[config.mk]
export PLATFORM = sky130hd
export DESIGN_NAME = fp_status_unit
export DESIGN_NICKNAME = d
export VERILOG_FILES = /design/src/rtl/fpsu_pkg.sv /design/src/rtl/fpsu_sticky.sv /design/src/rtl/fpsu_summary.sv /design/src/rtl/fpsu_cr.sv /design/src/rtl/fp_status_unit.sv
export SDC_FILE = /design/constraint.sdc
export NUM_CORES = 1
export LEC_CHECK = 0
export BUFFER_PORTS_ARGS = -buffer_cell sky130_fd_sc_hd__buf_2
export CORE_ASPECT_RATIO = 1.75
export CORE_MARGIN = 4
export CORE_UTILIZATION = 39
export DETAILED_ROUTE_END_ITERATION = 8
export PLACE_DENSITY = 0.83
export SLEW_MARGIN = 20
export SYNTH_ARGS = -nofsm -noshare
export SYNTH_HDL_FRONTEND = slang
export SYNTH_SLANG_ARGS = --single-unit
[constraint.sdc]
create_clock -name clk_i -period 1.2 [get_ports clk_i]
set_input_delay 0.18 -clock clk_i [delete_from_list [all_inputs] [get_ports clk_i]]
set_output_delay 0.18 -clock clk_i [all_outputs]
set_load 0.01 [all_outputs]
[src/rtl/fpsu_pkg.sv]
package fpsu_pkg;
  parameter int unsigned CLS_W  = 5;
  parameter int unsigned FLG_W  = 5;
  parameter int unsigned STAT_W = 22;
  parameter int unsigned CR_W   = 4;

  // flags_i bit indices
  parameter int unsigned FL_XX   = 0;
  parameter int unsigned FL_UX   = 1;
  parameter int unsigned FL_OX   = 2;
  parameter int unsigned FL_ISI  = 3;
  parameter int unsigned FL_SNAN = 4;

  // stored fields, bits [18:0] of the visible word
  typedef struct packed {
    logic             ox;
    logic             ux;
    logic             xx;
    logic             vx_snan;
    logic             vx_isi;
    logic             fr;
    logic             fi;
    logic [CLS_W-1:0] cls;
    logic             xe;
    logic             ue;
    logic             oe;
    logic             ve;
    logic             ni;
    logic [1:0]       rm;
  } fpsu_st_t;

  parameter int unsigned ST_W = $bits(fpsu_st_t);
  parameter int unsigned FX_BIT = STAT_W - 1;
endpackage

[src/rtl/fpsu_sticky.sv]
module fpsu_sticky
  import fpsu_pkg::*;
(
  input  fpsu_st_t               st_i,
  input  logic                   fx_i,
  input  logic [FLG_W-1:0]       flags_i,
  input  logic [CLS_W-1:0]       cls_i,
  input  logic                   fr_i,
  input  logic                   fi_i,
  output fpsu_st_t               st_o,
  output logic                   fx_o
);
  logic [FLG_W-1:0] old_exc;
  logic [FLG_W-1:0] fresh;

  assign old_exc[FL_XX]   = st_i.xx;
  assign old_exc[FL_UX]   = st_i.ux;
  assign old_exc[FL_OX]   = st_i.ox;
  assign old_exc[FL_ISI]  = st_i.vx_isi;
  assign old_exc[FL_SNAN] = st_i.vx_snan;

  // only 0->1 transitions raise the summary
  assign fresh = flags_i & ~old_exc;

  always_comb begin
    st_o         = st_i;
    st_o.xx      = st_i.xx      | flags_i[FL_XX];
    st_o.ux      = st_i.ux      | flags_i[FL_UX];
    st_o.ox      = st_i.ox      | flags_i[FL_OX];
    st_o.vx_isi  = st_i.vx_isi  | flags_i[FL_ISI];
    st_o.vx_snan = st_i.vx_snan | flags_i[FL_SNAN];
    st_o.cls     = cls_i;
    st_o.fr      = fr_i;
    st_o.fi      = fi_i;
    fx_o         = fx_i | (|fresh);
  end
endmodule

[src/rtl/fpsu_summary.sv]
module fpsu_summary
  import fpsu_pkg::*;
(
  input  fpsu_st_t st_i,
  output logic     vx_o,
  output logic     fex_o
);
  assign vx_o  = st_i.vx_isi | st_i.vx_snan;
  assign fex_o = (vx_o & st_i.ve) | (st_i.ox & st_i.oe)
               | (st_i.ux & st_i.ue) | (st_i.xx & st_i.xe);
endmodule

[src/rtl/fpsu_cr.sv]
module fpsu_cr
  import fpsu_pkg::*;
(
  input  logic            clk_i,
  input  logic            rst_ni,
  input  logic            load_i,
  input  logic [CR_W-1:0] val_i,
  output logic [CR_W-1:0] cr_o
);
  always_ff @(posedge clk_i or negedge rst_ni) begin
    if (!rst_ni)     cr_o <= '0;
    else if (load_i) cr_o <= val_i;
  end
endmodule

[src/rtl/fp_status_unit.sv]
module fp_status_unit
  import fpsu_pkg::*;
(
  input  logic                clk_i,
  input  logic                rst_ni,
  input  logic                op_valid_i,
  input  logic                rec_i,
  input  logic [FLG_W-1:0]    flags_i,
  input  logic [CLS_W-1:0]    res_class_i,
  input  logic                res_fr_i,
  input  logic                res_fi_i,
  input  logic                wr_en_i,
  input  logic [STAT_W-1:0]   wr_data_i,
  output logic [STAT_W-1:0]   stat_o,
  output logic [1:0]          rmode_o,
  output logic                nonieee_o,
  output logic [CR_W-1:0]     cr_o
);
  localparam fpsu_st_t ST_RST = '{ni: 1'b1, default: '0};

  fpsu_st_t st_q, st_d, st_upd;
  logic     fx_q, fx_d, fx_upd;
  logic     vx_q, fex_q, vx_upd, fex_upd;
  logic     op_acc;

  assign op_acc = op_valid_i & ~wr_en_i;

  fpsu_sticky u_sticky (
    .st_i    (st_q),
    .fx_i    (fx_q),
    .flags_i (flags_i),
    .cls_i   (res_class_i),
    .fr_i    (res_fr_i),
    .fi_i    (res_fi_i),
    .st_o    (st_upd),
    .fx_o    (fx_upd)
  );

  fpsu_summary u_sum_cur (.st_i(st_q),   .vx_o(vx_q),   .fex_o(fex_q));
  fpsu_summary u_sum_nxt (.st_i(st_upd), .vx_o(vx_upd), .fex_o(fex_upd));

  always_comb begin
    st_d = st_q;
    fx_d = fx_q;
    if (wr_en_i) begin
      st_d = fpsu_st_t'(wr_data_i[ST_W-1:0]);
      fx_d = wr_data_i[FX_BIT];
    end else if (op_valid_i) begin
      st_d = st_upd;
      fx_d = fx_upd;
    end
  end

  always_ff @(posedge clk_i or negedge rst_ni) begin
    if (!rst_ni) begin
      st_q <= ST_RST;
      fx_q <= 1'b0;
    end else begin
      st_q <= st_d;
      fx_q <= fx_d;
    end
  end

  fpsu_cr u_cr (
    .clk_i  (clk_i),
    .rst_ni (rst_ni),
    .load_i (op_acc & rec_i),
    .val_i  ({fx_upd, fex_upd, vx_upd, st_upd.ox}),
    .cr_o   (cr_o)
  );

  assign stat_o    = {fx_q, fex_q, vx_q, st_q};
  assign rmode_o   = st_q.rm;
  assign nonieee_o = st_q.ni;
endmodule

# After elaboration in Yosys (flattened, before gate mapping)
# Cells that the tools add are included.
[word_totals]
reg_bits = 24
input_bits = 39
out_inout_bits = 29
word_cells = 49
[op_classes]
muxes = 4
n_bitwise = 27
reduce_logical = 2
[op_table]
columns = ["operator", "count"]
rows = [
  ["two-way mux 19 bit", 2],
  ["bitwise OR 1 bit", 14],
  ["AND 1 bit", 10],
  ["AND 5 bit", 1],
  ["NOT 5 bit", 1],
  ["OR reduction 5 bit", 1],
  ["two-way mux 1 bit", 2],
  ["nonzero test 2 bit", 1],
  ["NOT 1 bit", 1],
]

# Logic depth before layout (Yosys ltp)
[logic_depth]
depth_word = 6
depth_mapped = 5
depth_no_buf = 4

# Hierarchy
# From an unflattened synthesis, not the netlist that was laid out.
[hier_totals]
cells_unflattened = 137
hier_area_um2 = 1408.9
[modules_own_cells]
columns = ["mod", "instances", "cells_per_inst", "area_per_inst_um2", "seq_area_each_um2"]
rows = [
  ["fp_status_unit", 1, 95, 1003.5, 501.7],
  ["fpsu_sticky", 1, 26, 210.2, 0.0],
  ["fpsu_cr", 1, 8, 145.1, 100.1],
  ["fpsu_summary", 2, 4, 25.0, 0.0],
]

# Least setup slack after synthesis
# OpenSTA, ideal clock, no wires.
[synth_path]
path_type = "register to register"
from = "reg st_q (netlist bit stat_o[14])"
to = "reg u_cr.cr_o[2]"
setup_time_ns = 0.125
arrival_time_ns = 1.157
required_ns = 1.075
path_slack_ns = -0.082
stages_incl_launch_ff = 5
path_buffers = 0
period_less_slack_ns = 1.282
path_cell_list = "dfrtp_1 or2_4 nor3_4 o2111ai_1 mux2_2"
[synth_between]
elab_chain_cells = 6
[synth_lines]
columns = ["element", "line", "text"]
rows = [
  ["start: declaration", "fp_status_unit.sv:21", "fpsu_st_t st_q, st_d, st_upd;"],
  ["start signal: assignment", "fp_status_unit.sv:59", "st_q <= st_d;"],
  ["bitwise OR 1 bit", "fpsu_sticky.sv:30", "st_o.vx_isi = st_i.vx_isi | flags_i[FL_ISI];"],
  ["bitwise OR 1 bit", "fpsu_summary.sv:8", "assign vx_o = st_i.vx_isi | st_i.vx_snan;"],
  ["AND 1 bit", "fpsu_summary.sv:9", "assign fex_o = (vx_o & st_i.ve) | (st_i.ox & st_i.oe)"],
  ["bitwise OR 1 bit", "fpsu_summary.sv:9", ""],
  ["bitwise OR 1 bit (2 in series)", "fpsu_summary.sv:10", "| (st_i.ux & st_i.ue) | (st_i.xx & st_i.xe);"],
  ["end signal: assignment", "fpsu_cr.sv:12", "else if (load_i) cr_o <= val_i;"],
  ["end: declaration", "fpsu_cr.sv:8", "output logic [CR_W-1:0] cr_o"],
]
# No other way between the ends.
# A chain may end at the register's enable or synchronous reset.

# Final worst setup path
[layout_path]
from = "reg st_q (netlist bit stat_o[14])"
to = "out stat_o[20]"
[layout_between]
elab_chain_cells = 5
[layout_lines]
columns = ["element", "line", "text"]
rows = [
  ["bitwise OR 1 bit", "fpsu_summary.sv:8", ""],
  ["AND 1 bit", "fpsu_summary.sv:9", ""],
  ["bitwise OR 1 bit", "fpsu_summary.sv:9", ""],
  ["bitwise OR 1 bit (2 in series)", "fpsu_summary.sv:10", ""],
  ["end: declaration", "fp_status_unit.sv:14", "output logic [STAT_W-1:0] stat_o,"],
]
# No other way between the ends.

==> results.json <==
{
  "worst-setup-path-type": "reg -> out",
  "switching_power_uw": 582,
  "p_clk_share_pct": 33.0,
  "yosysMostFrequentCell": "dfrtp_1",
  "switching_share_pct": 26.6,
  "yosys_warnings": 0,
  "status": "finished, violations left",
  "routed_via_density": 5.11,
  "seqPwrFrac_pct": 43.8,
  "final_nets": 221,
  "die_h_um": 80.7,
  "first_global_vias": 1131,
  "yosys.area.top_type_share_pct": 48.9,
  "drive_above_1_share_pct": 51.9,
  "die-area_um2": 4000,
  "critPathArrivalTime_ps": 1300,
  "yosysSeqAreaShare_pct": 51.1,
  "cts_buffers": 3,
  "startpoint_type": "flop",
  "synth_seq_cells": 24,
  "comb_power_share_pct": 23.1,
  "required_ps": 1020,
  "final_cell_area_um2": 1630,
  "cts_root_buf": "clkbuf_8",
  "finalSetupViolations": 4,
  "fmax_mhz": 676,
  "worst_clock_skew_ps": 7.36,
  "worst_slack_ps": -279,
  "placed_area_um2": 1500,
  "crit_path_max_fanout": 2,
  "grt_start_max_net_pins": 25,
  "instances_no_fill": 209,
  "cap_viol_max_count": 0,
  "die_w_um": 49.5,
  "hold_class": "in -> reg",
  "synth_area_per_cell_um2": 10.1,
  "relSlewSlack_pct": 64.1,
  "wl_per_cell_um": 14.5,
  "start_util_pct": 40.7,
  "core_area_um2": 2900,
  "drt_iter0_markers": 36,
  "ant_nets": 0,
  "p_leak_uw": 0.000849,
  "place_congestion": 0.826,
  "drc": 0,
  "first_pass_iters": 4,
  "tightest_slew_ps": 539,
  "cts_tree": "built",
  "rows": 26,
  "dp.final_hpwl_um": 2350,
  "netlist.top_cell.by_area": "dfrtp_1",
  "synth_async_sr_flop_share_pct": 100,
  "peakVddDrop_uv": 880,
  "port_buffers": 65,
  "tns_ps": -573,
  "grt_first_pass_wirelength_um": 4870,
  "hold_ws_ps": 104,
  "cts_sinks": 24,
  "fillCellCount": 265,
  "period_share_pct": 123,
  "synthesis.nets": 156,
  "syn_to_final_growth_pct": 38.5,
  "grt_overflow": 0,
  "critPathCaptureType": "primary output",
  "syn_area_um2": 1180,
  "ys_types": 23,
  "synth_area_leaders": "dfrtp_1, o21ai_0, buf_4, mux2_2, mux2i_1",
  "power_density_nw_per_um2": 1340,
  "rsz0062_at_grt": "yes",
  "synth_edf_count": 0,
  "cts_buffer_depth": 2,
  "vias": 1069,
  "slew_viol_final": 0,
  "clk_latency_ps": 270,
  "clk_pin_slew_worst_paths_ps": 90,
  "synthFlopType": "dfrtp_1",
  "violations": "setup timing",
  "io_pins": 68,
  "wl_um": 3030,
  "place_inst": 202,
  "p_int_uw": 1610,
  "period_needed_ps": 1480,
  "synth_cells": 117,
  "grt.total_usage_pct": 16.0,
  "synthTopCellsByCount": "dfrtp_1, o21ai_0, nand2_1, buf_4",
  "antenna_found_initial": 0,
  "htreeDepth": 1,
  "hold_viol_final": 0,
  "antenna_cells": 0
}
[state kept, by name (all words and copies together), names as in the netlist]
register   flops
stat_o        16
rmode_o        2
fx_q           1
nonieee_o      1
u_cr.cr_o      4
[per-stage QoR]
| step | utilization, % | total power, uW | setup slack [ps] |
|---|---|---|---|
| 6_report | 56.3 | 2190 | -279 |
| 4_1_cts | 55.1 | 2180 | -271 |
| 5_1_grt | 56.3 | 2300 | -365 |
| 2_1_floorplan | - | 1240 | -81.7 |
| 3_5_place_dp | 51.6 | 1440 | -67.9 |
| 3_3_place_gp | 51.6 | 1430 | -24.5 |
[final cells by class]
cell class	instances	area, um^2	area share, %
clock buffer	3	41.3	2.53
clock inverter	1	30.0	1.84
inverter	5	18.8	1.15
multi-input combinational	70	455	27.9
sequential	24	602	36.9
tap	28	35.0	2.15
timing repair buffer	78	448	27.5
[layer usage]
metal  routed length (um)  vias up  global-route usage (%)
met5                    0        -                       0
met4                   84        0                    11.9
met3                  255        9                    3.53
met2                 1670       53                    28.2
met1                 1020      491                    16.0
li1                     -      516                       -
[logic make-up (layout without fill, tap and decap cells)]
group / after synthesis / in the layout / synth area share (%)
multiplexers: 14 / 14 / 12.6
flip-flops: 24 / 24 / 51.1
AO/OA/AOI/OAI: 30 / 30 / 13.9
AND/OR/NAND/NOR: 26 / 26 / 10.7
buffers and inverters: 23 / 87 / 11.6
[timing repair]
item                                    4_1_cts  5_1_grt
endpoints found under the hold margin        23        0
hold buffers                                  1        0
endpoints found under the setup margin        3        7
pin swaps                                     1        3
gates resized for setup                       3        6
setup buffers                                 1        5
[worst paths after layout]
kind | from | to | slack (ps) | depth (start not counted)
worst min register to register | u_cr.cr_o[1] | u_cr.cr_o[1] | 480 | 2
worst min-delay path | wr_data_i[12] | stat_o[12] | 100 | 3
worst max-delay path | stat_o[14] | stat_o[20] | -280 | 5
min in group asynchronous | rst_ni | stat_o[8] | 430 | 2
worst max register to register | stat_o[14] | u_cr.cr_o[2] | -100 | 4
max in group asynchronous | rst_ni | stat_o[5] | 400 | 2
[power by group through the flow]
| stage | registers (uW) | logic, uW | clock network, uW |
|---|---|---|---|
| global placement | 970 | 457 | 0 |
| detailed placement | 976 | 467 | 0 |
| global route | 975 | 558 | 764 |
| finish | 959 | 506 | 723 |
| floorplan | 1010 | 238 | 0 |
| CTS | 960 | 484 | 733 |
[cell usage in the layout (no fill, tap or decap)]
| master | Yosys | routed |
|---|---|---|
| a21oi_1 | 5 | 5 |
| a222oi_1 | 1 | 1 |
| a22oi_1 | 1 | 1 |
| buf_2 | 4 | 62 |
| buf_4 | 12 | 11 |
| buf_6 | 0 | 4 |
| bufinv_16 | 0 | 1 |
| clkbuf_8 | 0 | 3 |
| dfrtp_1 | 23 | 23 |
| dfstp_2 | 1 | 1 |
| dlygate4sd3_1 | 0 | 1 |
| inv_1 | 5 | 5 |
| mux2_2 | 7 | 6 |
| mux2_4 | 0 | 1 |
| mux2i_1 | 7 | 7 |
| nand2_1 | 18 | 17 |
| nand2_2 | 0 | 1 |
| nand2b_1 | 1 | 1 |
| nand3b_1 | 1 | 1 |
| nor2_1 | 2 | 2 |
| nor2b_1 | 1 | 1 |
| nor3_4 | 1 | 1 |
| nor4_2 | 0 | 1 |
| o2111ai_1 | 1 | 1 |
| o21ai_0 | 20 | 19 |
| o21ai_2 | 0 | 1 |
| o22ai_1 | 2 | 2 |
| or2_4 | 1 | 1 |
[worst max-delay path, cell delays in order, from the launching register on]
cell	delay [ps]
dfrtp_1	400
or2_4	270
buf_6	120
nand2_2	50
nand2_1	40
buf_2	150
Note: power is estimated with default switching activity, not from simulation.
